==> config.mk <==
export PLATFORM = sky130hd
export DESIGN_NAME = twc_slave
export DESIGN_NICKNAME = d
export VERILOG_FILES = /design/src/rtl/twc_pkg.sv /design/src/rtl/twc_sync.sv /design/src/rtl/twc_frame.sv /design/src/rtl/twc_slave.sv
export SDC_FILE = /design/constraint.sdc
export NUM_CORES = 1
export LEC_CHECK = 0
export ABC_AREA = 1
export BUFFER_PORTS_ARGS = -buffer_cell sky130_fd_sc_hd__buf_2
export CAP_MARGIN = 20
export CORE_MARGIN = 2
export CORE_UTILIZATION = 55
export DETAILED_ROUTE_END_ITERATION = 12
export PLACE_DENSITY = 0.76
export SLEW_MARGIN = 20
export SYNTH_ARGS = -nofsm -noshare
export SYNTH_HDL_FRONTEND = slang
export SYNTH_SLANG_ARGS = --single-unit
export TNS_END_PERCENT = 10
==> constraint.sdc <==
create_clock -name clk -period 1.84 [get_ports clk]
set_input_delay 0.092 -clock clk [delete_from_list [all_inputs] [get_ports clk]]
set_output_delay 0.092 -clock clk [all_outputs]
set_load 0.01 [all_outputs]
==> src/rtl/twc_pkg.sv <==
`timescale 1ns/1ps
package twc_pkg;
    localparam int BYTE_W = 8;
    localparam int CNT_W  = 4;

    typedef enum logic [2:0] {
        ST_IDLE,
        ST_ADDR,
        ST_CMD,
        ST_DATA,
        ST_READ,
        ST_WAIT
    } twc_state_e;

    typedef struct packed {
        twc_state_e         state;
        logic [CNT_W-1:0]   bitcnt;
        logic               acking;
        logic               drive;
        logic [BYTE_W-1:0]  shreg;
        logic [BYTE_W-1:0]  tx;
        logic [BYTE_W-1:0]  cmd;
        logic               have_cmd;
        logic               stb;
        logic [BYTE_W-1:0]  stb_code;
        logic [BYTE_W-1:0]  stb_data;
        logic               stb_wr;
    } twc_frame_t;
endpackage

==> src/rtl/twc_sync.sv <==
`timescale 1ns/1ps
module twc_sync #(
    parameter int STAGES = 2
) (
    input  logic clk,
    input  logic rst_n,
    input  logic scl_i,
    input  logic sda_i,
    output logic scl_lvl,
    output logic sda_lvl,
    output logic scl_rise,
    output logic scl_fall,
    output logic bus_start,
    output logic bus_stop
);
    // bits [STAGES-1:0]: synchronizer chain, bit STAGES: previous synced value
    localparam int W = STAGES + 1;

    logic [W-1:0] scl_d, scl_q, sda_d, sda_q;
    logic scl_prev, sda_prev;

    always_comb begin
        scl_d = {scl_q[STAGES-1:0], scl_i};
        sda_d = {sda_q[STAGES-1:0], sda_i};
    end

    always_ff @(posedge clk or negedge rst_n) begin
        if (!rst_n) begin
            scl_q <= '1;
            sda_q <= '1;
        end else begin
            scl_q <= scl_d;
            sda_q <= sda_d;
        end
    end

    assign scl_lvl   = scl_q[STAGES-1];
    assign sda_lvl   = sda_q[STAGES-1];
    assign scl_prev  = scl_q[STAGES];
    assign sda_prev  = sda_q[STAGES];
    assign scl_rise  = scl_lvl & ~scl_prev;
    assign scl_fall  = ~scl_lvl & scl_prev;
    assign bus_start = scl_lvl & scl_prev & sda_prev & ~sda_lvl;
    assign bus_stop  = scl_lvl & scl_prev & ~sda_prev & sda_lvl;
endmodule

==> src/rtl/twc_frame.sv <==
`timescale 1ns/1ps
module twc_frame
    import twc_pkg::*;
#(
    parameter int                    DEV_TYPE_W = 3,
    parameter int                    STRAP_W    = 4,
    parameter logic [DEV_TYPE_W-1:0] DEV_TYPE   = 3'b101
) (
    input  logic               clk,
    input  logic               rst_n,
    input  logic               scl_lvl,
    input  logic               sda_lvl,
    input  logic               scl_rise,
    input  logic               scl_fall,
    input  logic               bus_start,
    input  logic               bus_stop,
    input  logic [STRAP_W-1:0] strap,
    input  logic               wprot,
    input  logic [BYTE_W-1:0]  rd_byte,
    output logic               drive_low,
    output logic               stb,
    output logic [BYTE_W-1:0]  stb_code,
    output logic [BYTE_W-1:0]  stb_data,
    output logic               stb_wr
);
    localparam logic [CNT_W-1:0] FULL = CNT_W'(BYTE_W);

    twc_frame_t d, q;
    logic       addr_match;

    assign addr_match = (q.shreg[BYTE_W-1 -: DEV_TYPE_W] == DEV_TYPE) &&
                        (q.shreg[STRAP_W:1] == strap);

    always_comb begin
        d     = q;
        d.stb = 1'b0;
        if (bus_start || bus_stop) begin
            if (q.have_cmd) begin
                d.stb      = 1'b1;
                d.stb_code = q.cmd;
                d.stb_data = '0;
                d.stb_wr   = 1'b0;
            end
            d.have_cmd = 1'b0;
            d.bitcnt   = '0;
            d.acking   = 1'b0;
            d.drive    = 1'b0;
            d.state    = bus_start ? ST_ADDR : ST_IDLE;
        end else if (q.state == ST_IDLE) begin
            d.drive = 1'b0;
        end else if (q.acking) begin
            if (scl_fall) begin
                d.acking = 1'b0;
                d.bitcnt = '0;
                d.drive  = (q.state == ST_READ) ? ~q.tx[BYTE_W-1] : 1'b0;
            end
        end else if (q.state == ST_READ) begin
            if (scl_rise && q.bitcnt < FULL) begin
                d.bitcnt = q.bitcnt + 1'b1;
            end else if (scl_fall) begin
                if (q.bitcnt == FULL) begin
                    d.drive = 1'b0;
                    d.state = ST_WAIT;
                end else begin
                    d.tx    = q.tx << 1;
                    d.drive = ~q.tx[BYTE_W-2];
                end
            end
        end else if (q.state != ST_WAIT) begin
            if (scl_rise && q.bitcnt < FULL) begin
                d.shreg  = {q.shreg[BYTE_W-2:0], sda_lvl};
                d.bitcnt = q.bitcnt + 1'b1;
            end else if (scl_fall && q.bitcnt == FULL) begin
                d.acking = 1'b1;
                d.drive  = 1'b1;
                case (q.state)
                    ST_ADDR: begin
                        if (addr_match) begin
                            d.state = q.shreg[0] ? ST_READ : ST_CMD;
                            d.tx    = rd_byte;
                        end else begin
                            d.acking = 1'b0;
                            d.drive  = 1'b0;
                            d.state  = ST_WAIT;
                        end
                    end
                    ST_CMD: begin
                        d.cmd      = q.shreg;
                        d.have_cmd = 1'b1;
                        d.state    = ST_DATA;
                    end
                    default: begin
                        d.have_cmd = 1'b0;
                        d.state    = ST_WAIT;
                        if (!wprot) begin
                            d.stb      = 1'b1;
                            d.stb_code = q.cmd;
                            d.stb_data = q.shreg;
                            d.stb_wr   = 1'b1;
                        end
                    end
                endcase
            end
        end
    end

    always_ff @(posedge clk or negedge rst_n) begin
        if (!rst_n) begin
            q <= '{state: ST_IDLE, default: '0};
        end else begin
            q <= d;
        end
    end

    assign drive_low = q.drive;
    assign stb       = q.stb;
    assign stb_code  = q.stb_code;
    assign stb_data  = q.stb_data;
    assign stb_wr    = q.stb_wr;

    // the data line is only touched while the clock line is low
    a_r1_drive_on_low: assert property (@(posedge clk) disable iff (!rst_n)
        !$stable(q.drive) |-> !scl_lvl);

    // an acknowledge phase begins only after eight bits were taken
    a_r3_ack_after_eight: assert property (@(posedge clk) disable iff (!rst_n)
        $rose(q.acking) |-> $past(q.bitcnt) == FULL);

    // while ignoring traffic the line stays released
    a_r5_quiet_when_ignoring: assert property (@(posedge clk) disable iff (!rst_n)
        (q.state == ST_WAIT && !q.acking) |-> !q.drive);

    // no data-carrying strobe while protect was high
    a_r8_wp_blocks: assert property (@(posedge clk) disable iff (!rst_n)
        (q.stb && q.stb_wr) |-> !$past(wprot));

    // outside a transaction the line is released
    a_r11_idle_quiet: assert property (@(posedge clk) disable iff (!rst_n)
        (q.state == ST_IDLE) |-> !q.drive);
endmodule

==> src/rtl/twc_slave.sv <==
`timescale 1ns/1ps
module twc_slave
    import twc_pkg::*;
#(
    parameter int                    SYNC_STAGES = 2,
    parameter int                    DEV_TYPE_W  = 3,
    parameter int                    STRAP_W     = 4,
    parameter logic [DEV_TYPE_W-1:0] DEV_TYPE    = 3'b101
) (
    input  logic               clk,
    input  logic               rst_n,
    input  logic               scl_i,
    input  logic               sda_i,
    output logic               sda_pull_o,
    input  logic [STRAP_W-1:0] strap_i,
    input  logic               wprot_i,
    input  logic [BYTE_W-1:0]  rd_byte_i,
    output logic               cmd_stb_o,
    output logic [BYTE_W-1:0]  cmd_code_o,
    output logic [BYTE_W-1:0]  cmd_data_o,
    output logic               cmd_wr_o
);
    logic scl_lvl, sda_lvl, scl_rise, scl_fall, bus_start, bus_stop;

    twc_sync #(.STAGES(SYNC_STAGES)) u_sync (
        .clk       (clk),
        .rst_n     (rst_n),
        .scl_i     (scl_i),
        .sda_i     (sda_i),
        .scl_lvl   (scl_lvl),
        .sda_lvl   (sda_lvl),
        .scl_rise  (scl_rise),
        .scl_fall  (scl_fall),
        .bus_start (bus_start),
        .bus_stop  (bus_stop)
    );

    twc_frame #(
        .DEV_TYPE_W (DEV_TYPE_W),
        .STRAP_W    (STRAP_W),
        .DEV_TYPE   (DEV_TYPE)
    ) u_frame (
        .clk       (clk),
        .rst_n     (rst_n),
        .scl_lvl   (scl_lvl),
        .sda_lvl   (sda_lvl),
        .scl_rise  (scl_rise),
        .scl_fall  (scl_fall),
        .bus_start (bus_start),
        .bus_stop  (bus_stop),
        .strap     (strap_i),
        .wprot     (wprot_i),
        .rd_byte   (rd_byte_i),
        .drive_low (sda_pull_o),
        .stb       (cmd_stb_o),
        .stb_code  (cmd_code_o),
        .stb_data  (cmd_data_o),
        .stb_wr    (cmd_wr_o)
    );
endmodule

==> results of run 1 <==
-- final timing paths --
check / start / endpoint / depth (start not counted)
worst max-delay path: u_sync.sda_q[1]$_DFF_PN1_ / u_frame.q[22]$_DFFE_PN0P_ / 10
worst min-delay path: rd_byte_i[2] / u_frame.q[29]$_DFFE_PN0P_ / 5
worst max register to register: u_sync.sda_q[1]$_DFF_PN1_ / u_frame.q[22]$_DFFE_PN0P_ / 10
worst min register to register: u_sync.sda_q[0]$_DFF_PN1_ / u_sync.sda_q[1]$_DFF_PN1_ / 0
max in group asynchronous: rst_n / u_frame.q[27]$_DFFE_PN0P_ / 3
min in group asynchronous: rst_n / u_frame.stb_data[2]$_DFFE_PN0P_ / 2
-- cells by family (layout without fill, tap and decap cells) --
family,Yosys count,count (layout),synth area share
adders and majority gates,2,2,0.00841
DFF,58,58,0.491
xor gates and xnor gates,1,1,0.00295
AOI/OAI and AO/OA,44,44,0.0871
and+or+nand+nor,203,204,0.310
buffers and inverters,57,101,0.101
-- sequential cells by signal (all words and copies together), names as in the netlist --
name               count
u_frame.stb            1
u_frame.stb_data       8
u_sync.sda_q           3
u_frame.q             33
u_frame.drive_low      1
u_frame.stb_wr         1
u_sync.scl_q           3
u_frame.stb_code       8
-- timing repair --
action | CTS | global route
buffers inserted | 0 | 2
hold buffers | 3 | 0
setup endpoints to repair | 0 | 39
endpoints found under the hold margin | 15 | 0
gates resized for setup | 0 | 12
-- per-stage QoR --
step	setup TNS, ns	worst slack (ns)	total power, W	instances	instance area (um^2)
2_1_floorplan	0	0.166	0.00248	365	2970
3_3_place_gp	0	0.0843	0.00278	458	3180
3_5_place_dp	0	0.0271	0.00282	458	3180
4_1_cts	0	0.0142	0.00388	477	3390
5_1_grt	-0.0635	-0.0204	0.00425	480	3480
6_report	0	0.123	0.00394	480	3480
-- power breakdown --
part | switching, W | internal (W) | total, W
clock network | 0.000517 | 0.000523 | 0.00104
registers | 0.000142 | 0.00144 | 0.00158
logic | 0.000879 | 0.000437 | 0.00132
total | 0.00154 | 0.00240 | 0.00394
-- synthesized netlist by cell type, drive strengths merged --
master and number:
nand4 3, dfstp 6, buf 23, dfrtp 52, a21oi 2, nand2 126, nor2 22, nor3 7
inv 33, nand3b 1, o211ai 1, nand3 44, o21ai 40, clkinv 1, o21bai 1, ha 2
xnor2 1
-- per-layer routing --
layer  up-vias  GRT usage
met5         -          0
met4         0     0.0875
met3        10     0.0581
met2        57      0.357
met1      1131      0.269
li1       1237          -
-- final cells by class --
type                    count  area (um^2)
inverters                  34          128
fillers                   439         1690
well taps                  70         87.6
clock buffers              10          138
multi-input cells         251         1270
clock inverters             6         42.5
flip-flops and latches     58         1460
repair buffers             51          353
-- worst max-delay path: cells and delay by family, from the launching register on --
| kind | cells | cell delay (ns) |
|---|---|---|
| simple gates | 7 | 0.75 |
| compound gates | 1 | 0.06 |
| flops | 1 | 0.54 |
| buf+inv | 2 | 0.25 |
==> impl_metrics.toml, run 1 <==
[setup_path]
critical-path-top-cell-by-count = "nand2_1"
cp_cell_sequence = "inv_1 > nand2_1 > nand2_1 > nand2_2 > buf_4 > nand3_2 > nor2_4 > nand2_2 > nand2_1 > o21ai_1"
cp-start-kind = "flop"
critical_path_class = "flop to flop"
max_stage_delay_ns = 0.54
crit_slowest_cell = "dfstp_2"
crit_required_ns = 2.06
setup.worst_path.end_class = "flop"
r2r_setup_slack_ns = 0.12
arrival_ns = 1.94
critPathMaxFanout = 11

[synth]
yosysSeqAreaShare = 0.491
synth_top_area_share = 0.438
ys_warn_count = 0
synth_top_area_cell = "dfrtp_1"
synthCells = 365
syn_area_mm2 = 0.00297
syn_avg_cell_area_um2 = 8.15
synth.distinct_cells = 28
synth-seq-cells = 58
syn_nets = 384
synth_area_leaders = "dfrtp_1 44%, nand2_1 15%, nand3_1 6.7%"

[floorplanning]
die_area_mm2 = 0.00601
ios = 36
fp.dieH_um = 77.5
die_w_um = 77.5
start_util = 0.575
core_mm2 = 0.00517
rows = 26

[timing]
hold_ws_ns = 0.0743
post-route-period-util = 0.933
slew_headroom = 0.642
tightest_slew_ns = 0.531
slew_viol_final = 0
setup_viol = 0
min_period_ns = 1.72
fmax_ghz = 0.582
finClkSkew_ns = 0.00990
finalHoldViolCount = 0
rsz0062_at_grt = "true"

[power_and_ir_drop]
powerDensity_mw_per_mm2 = 1130
peakVddDrop_mv = 0.723
leakagePower_nw = 1.85

[placed_design]
dpl.hpwl_mm = 4.23
io_buffers = 35
gp_congestion = 0.847

[cells_and_area]
final_common_cell = "nand2_1"
drive_above_1_share = 0.261
layout_common_cells = "118 x nand2_1, 52 x dfrtp_1, 38 x nand3_1"
antenna_cells = 0
area_growth_pct = 17.0
final_core_util = 0.673
fin_nets = 424

[global_route]
grt_overflow_total = 0
antenna_found_initial = 0
grt_pass1_vias = 2176
grt_max_degree = 40
grt_pass1_wl_mm = 10.1
grt.total_usage = 0.216

[flow_run]
max_cap_violations = 0

[routing]
met1_length_mm = 2.67
dr.pass1.iters = 4
vias = 2435
wl_met2_mm = 3.06
ant_nets = 0
drt-wirelength-per-cell_um = 12.7
route.met3.wl_um = 257
totalWireLength_mm = 6.07
drc_errors = 0
highest_layer = "met4"
via_per_inst = 5.07
drt_iter0_markers = 129

[cts]
clk_path_buf_depth = 2
clkLatencyLatePin_ns = 0.34
cts_root_buffer = "clkbuf_8"
htreeDepth = 3
path_clk_slew_ns = 0.07
numClockSinks = 58
cts-buffers-inserted = 9
cts_tree = "yes"

[run_status]
status = "completed"

[min_path]
holdCritPathClass = "primary input to flop"
Note: power is estimated with default switching activity, not from simulation.
==> run 2, diff against run 1 <==
--- a/config.mk
+++ b/config.mk
@@ -6,12 +6,13 @@
 export NUM_CORES = 1
 export LEC_CHECK = 0
 export ABC_AREA = 1
-export BUFFER_PORTS_ARGS = -buffer_cell sky130_fd_sc_hd__buf_2
 export CAP_MARGIN = 20
 export CORE_MARGIN = 2
 export CORE_UTILIZATION = 55
 export DETAILED_ROUTE_END_ITERATION = 12
-export PLACE_DENSITY = 0.76
+export DONT_BUFFER_PORTS = 1
+export PLACE_DENSITY = 0.7
+export RECOVER_POWER = 100
 export SLEW_MARGIN = 20
 export SYNTH_ARGS = -nofsm -noshare
 export SYNTH_HDL_FRONTEND = slang
==> run 2 against run 1 <==
Clock skew is essentially flat. Cell count fell by 7.1%. Clock power about the same. Combinational power shrank 7%. Critical path depth did not move. Via count shrank 5.2%. Highest routed layer unchanged.
==> impl_metrics.toml, run 2 (synthesis gave the netlist of run 1 again) <==
[global_route]
grt_pass1_wl_mm = 10.2
antenna_found_initial = 0
grt_overflow_total = 0
grt.total_usage = 0.215
grt_pass1_vias = 2258
grt_max_degree = 59

[timing]
fmax_ghz = 0.580
setup_viol = 0
finalHoldViolCount = 0
hold_ws_ns = 0.00993
slew_headroom = 0.0671
finClkSkew_ns = 0.0103
rsz0062_at_grt = "true"
tightest_slew_ns = 1.40
slew_viol_final = 0
post-route-period-util = 0.937
min_period_ns = 1.72

[setup_path]
setup.worst_path.end_class = "flop"
crit_required_ns = 2.06
arrival_ns = 1.95
critPathMaxFanout = 19
critical_path_class = "flop to flop"
cp-start-kind = "flop"

[floorplanning]
fp.dieH_um = 77.5
core_mm2 = 0.00517
rows = 26
ios = 36
die_area_mm2 = 0.00601
die_w_um = 77.5
start_util = 0.575

[placed_design]
dpl.cell_count = 421
placed_area_mm2 = 0.00297
gp_congestion = 0.888
io_buffers = 0
dpl.hpwl_mm = 4.02

[cells_and_area]
area_growth_pct = 9.55
final_common_cell = "nand2_1"
fin_nets = 390
fill_cells = 437
antenna_cells = 0
top_register = "u_frame.q"
layout_common_cells = "118 x nand2_1, 52 x dfrtp_1, 39 x nand3_1"
largest_reg_flops = 33
drive_above_1_share = 0.170
design_area_mm2 = 0.00326
stdcell_count = 446

[routing]
totalWireLength_mm = 5.90
vias = 2309
via_per_inst = 5.18
ant_nets = 0
drt-wirelength-per-cell_um = 13.2
dr.pass1.iters = 4
drt_iter0_markers = 105
drc_errors = 0

[cts]
numClockSinks = 58
clk_path_buf_depth = 2
cts_root_buffer = "clkbuf_8"
clkLatencyLatePin_ns = 0.33
cts-buffers-inserted = 9
cts_tree = "yes"
htreeDepth = 3
path_clk_slew_ns = 0.07

[power_and_ir_drop]
powerDensity_mw_per_mm2 = 1170
peakVddDrop_mv = 0.559
leakagePower_nw = 1.67

[flow_run]
max_cap_violations = 0

[min_path]
holdCritPathClass = "primary input to flop"

[run_status]
status = "completed"
## run 2: cell type report
cell class,count,area [um^2],area share
flip-flops and latches,58,1460,0.448
clock buffers,11,141,0.0434
multi-input cells,250,1240,0.382
repair buffers,18,169,0.0518
inverters,34,128,0.0392
well taps,70,87.6,0.0269
clock inverters,5,30.0,0.00922
## run 2: what timing repair did
| action | CTS | global route |
|---|---|---|
| hold buffers | 9 | 0 |
| resized for setup | 0 | 8 |
| setup buffers | 0 | 0 |
| hold endpoints to repair | 65 | 0 |
| setup endpoints to repair | 0 | 41 |
## run 2: per-layer routing
metal  part of all wire  GRT usage  routed length [um]  vias up
met3              0.041     0.0581                 244        2
met4             0.0024     0.0839                  14        0
met2               0.51      0.368                3030       51
met5                  0          0                   0        -
li1                   -          -                   -     1166
met1               0.44      0.259                2610     1090
## run 2: critical path, cell delays in order, from the launching register on
cell and delay, ns:
dfstp_2 0.54, inv_1 0.06, nand2_1 0.06, nand2_1 0.09, nand2_4 0.14, nand2_1 0.08
nor2_2 0.17, nand3_2 0.13, buf_6 0.19, nand3_1 0.09, o21ai_2 0.06
## run 2: path summary, 6_finish.rpt
kind	slack (ns)	from	end	cells after the start
setup / recovery	0.12	u_sync.sda_q[1]$_DFF_PN1_	u_frame.stb_data[4]$_DFFE_PN0P_	10
hold / removal	0.01	rd_byte_i[4]	u_frame.q[31]$_DFFE_PN0P_	4
setup reg to reg	0.12	u_sync.sda_q[1]$_DFF_PN1_	u_frame.stb_data[4]$_DFFE_PN0P_	10
hold reg to reg	0.36	u_sync.scl_q[0]$_DFF_PN1_	u_sync.scl_q[1]$_DFF_PN1_	0
max in group asynchronous	0.34	rst_n	u_frame.q[47]$_DFFE_PN0P_	2
min in group asynchronous	0.65	rst_n	u_frame.stb_data[5]$_DFFE_PN0P_	2
## run 2: stage by stage
| step | setup WS, ns | utilization | power, W | TNS, ns |
|---|---|---|---|---|
| finish | 0.115 | 0.630 | 0.00382 | 0 |
| global route | -0.00520 | 0.630 | 0.00412 | -0.00712 |
| CTS | 0.0431 | 0.628 | 0.00381 | 0 |
| detailed placement | 0.0470 | 0.574 | 0.00275 | 0 |
| global placement | 0.0800 | 0.574 | 0.00273 | 0 |
| floorplan | 0.166 | - | 0.00248 | 0 |
## run 2: power breakdown
part	total [W]	internal (W)	switching, W
sequential	0.00159	0.00144	0.000152
clock	0.00101	0.000517	0.000488
combinational	0.00123	0.000400	0.000826
==> run 3, diff against run 2 <==
--- a/config.mk
+++ b/config.mk
@@ -8,10 +8,9 @@
 export ABC_AREA = 1
 export CAP_MARGIN = 20
 export CORE_MARGIN = 2
-export CORE_UTILIZATION = 55
+export CORE_UTILIZATION = 25
 export DETAILED_ROUTE_END_ITERATION = 12
 export DONT_BUFFER_PORTS = 1
-export PLACE_DENSITY = 0.7
 export RECOVER_POWER = 100
 export SLEW_MARGIN = 20
 export SYNTH_ARGS = -nofsm -noshare
==> run 3 against run 2 <==
Die area increased by 110%. Wire length grew 12%. Sequential cell count did not move. Core utilization down 32 points. Hold slack gained 0.0082 ns. Largest cell class unchanged. Power up 18%. Cell count is 17% higher. Register-to-register slack improved by 0.02 ns. The run now ends with DRC left. Final area up 7.8%.
==> impl_metrics.toml, run 3 (synthesis gave the netlist of run 1 again) <==
[routing]
drt-wirelength-per-cell_um = 12.7
ant_nets = 0
vias = 2338
drc_errors = 4
totalWireLength_mm = 6.63
via_per_inst = 4.49
drt_iter0_markers = 200
dr.pass1.iters = 8

[global_route]
grt.total_usage = 0.111
grt_pass1_wl_mm = 11.3
grt_overflow_total = 0
grt_pass1_vias = 2341
antenna_found_initial = 0
grt_max_degree = 59

[cells_and_area]
fin_nets = 394
area_growth_pct = 18.1
layout_common_cells = "118 x nand2_1, 52 x dfrtp_1, 39 x nand3_1"
largest_reg_flops = 33
top_register = "u_frame.q"
stdcell_count = 521
final_core_util = 0.305
fill_cells = 1214
design_area_mm2 = 0.00351
antenna_cells = 0
drive_above_1_share = 0.185
final_common_cell = "nand2_1"

[setup_path]
reg2reg_depth = 12
crit_family = "simple AND/OR/NAND/NOR gates"
max_stage_delay_ns = 0.40
critical_path_class = "flop to flop"
critical-path-top-cell-by-count = "nand2_1"
setup.worst_path.end_class = "flop"
crit_slowest_cell = "dfrtp_1"
cp_cell_sequence = "inv_2 > ha_1 > nand2_1 > nor2_2 > nand2_2 > buf_4 > nor3_4 > buf_6 > nand2_1 > nand2_1 > nand3_1 > nand2_1"
arrival_ns = 1.97
critPathMaxFanout = 8
cp-start-kind = "flop"
crit_required_ns = 2.10
path_buf_inv = 3
path_depth = 12

[floorplanning]
die_area_mm2 = 0.0128
start_util = 0.258
die_w_um = 113
core_mm2 = 0.0115
rows = 39
fp.dieH_um = 113
ios = 36

[placed_design]
gp_congestion = 0.860
dpl.cell_count = 495
dpl.hpwl_mm = 4.64
io_buffers = 0
placed_area_mm2 = 0.00307

[timing]
min_period_ns = 1.71
slew_viol_final = 0
rsz0062_at_grt = "true"
setup_viol = 0
fmax_ghz = 0.586
tightest_slew_ns = 1.44
finalHoldViolCount = 0
slew_headroom = 0.0378
hold_ws_ns = 0.0181
post-route-period-util = 0.927
finClkSkew_ns = 0.00828

[power_and_ir_drop]
p_clk_frac = 0.367
swShare = 0.345
p_int_w = 0.00295
powerDensity_mw_per_mm2 = 1280
peakVddDrop_mv = 0.475
power.share.sequential = 0.355
power_frac_comb = 0.278
switching_power_w = 0.00156
leakagePower_nw = 1.76

[cts]
clkLatencyLatePin_ns = 0.33
htreeDepth = 3
clk_path_buf_depth = 2
cts_root_buffer = "clkbuf_16"
numClockSinks = 58
path_clk_slew_ns = 0.05
cts_tree = "yes"
cts-buffers-inserted = 9

[run_status]
violations = "DRC"
status = "finished with violations"

[min_path]
holdPathStages = 4
holdCritPathClass = "primary input to flop"

[flow_run]
max_cap_violations = 0
[run 3: path summary, 6_finish.rpt]
kind | startpoint | endpoint | slack [ns]
worst max-delay path | u_frame.q[45]$_DFFE_PN0P_ | u_frame.q[32]$_DFFE_PN0P_ | 0.13
worst min-delay path | rd_byte_i[2] | u_frame.q[29]$_DFFE_PN0P_ | 0.02
worst max register to register | u_frame.q[45]$_DFFE_PN0P_ | u_frame.q[32]$_DFFE_PN0P_ | 0.13
worst min register to register | u_sync.sda_q[0]$_DFF_PN1_ | u_sync.sda_q[1]$_DFF_PN1_ | 0.36
max in group asynchronous | rst_n | u_frame.q[30]$_DFFE_PN0P_ | 0.31
min in group asynchronous | rst_n | u_frame.q[44]$_DFFE_PN0P_ | 0.63
[run 3: routing by layer]
metal	share of wire	wire length, um	vias to the layer above	GRT usage
met1	0.42	2780	1095	0.126
met4	0.019	129	0	0.0439
met2	0.50	3300	56	0.186
li1	-	-	1173	-
met3	0.064	423	14	0.0482
met5	0	0	-	0
[run 3: worst min-delay path: stages]
cell	delay, ns
nand2_1	0.05
nand2_1	0.05
nand3_1	0.07
nand2_1	0.05
[run 3: area by class of cell]
| type | count | area [um^2] | share of cell area |
|---|---|---|---|
| Timing Repair Buffer | 22 | 208 | 0.0591 |
| Clock buffer | 11 | 253 | 0.0720 |
| Clock inverter | 3 | 40.0 | 0.0114 |
| Tap cell | 143 | 179 | 0.0509 |
| Multi-Input combinational cell | 250 | 1250 | 0.355 |
| Sequential cell | 58 | 1460 | 0.415 |
| Inverter | 34 | 128 | 0.0363 |
[run 3: metrics by stage]
stage	TNS (ns)	setup slack [ns]	total power [W]
floorplan	0	0.166	0.00248
global placement	0	0.0581	0.00272
detailed placement	0	0.0250	0.00274
CTS	0	0.0333	0.00447
global route	-0.0721	-0.0178	0.00480
finish	0	0.134	0.00451
[run 3: power groups by stage]
stage | combinational (W) | sequential, W | clock [W]
global route | 0.00143 | 0.00164 | 0.00174
finish | 0.00125 | 0.00160 | 0.00165
detailed placement | 0.00113 | 0.00162 | 0
global placement | 0.00111 | 0.00161 | 0
floorplan | 0.000904 | 0.00158 | 0
CTS | 0.00118 | 0.00160 | 0.00169
[run 3: repair_timing]
action | 4_1_cts | 5_1_grt
endpoints found under the hold margin | 62 | 0
setup buffers | 2 | 4
endpoints found under the setup margin | 1 | 47
hold buffers | 6 | 0
resized for setup | 0 | 11
pin swaps | 1 | 5
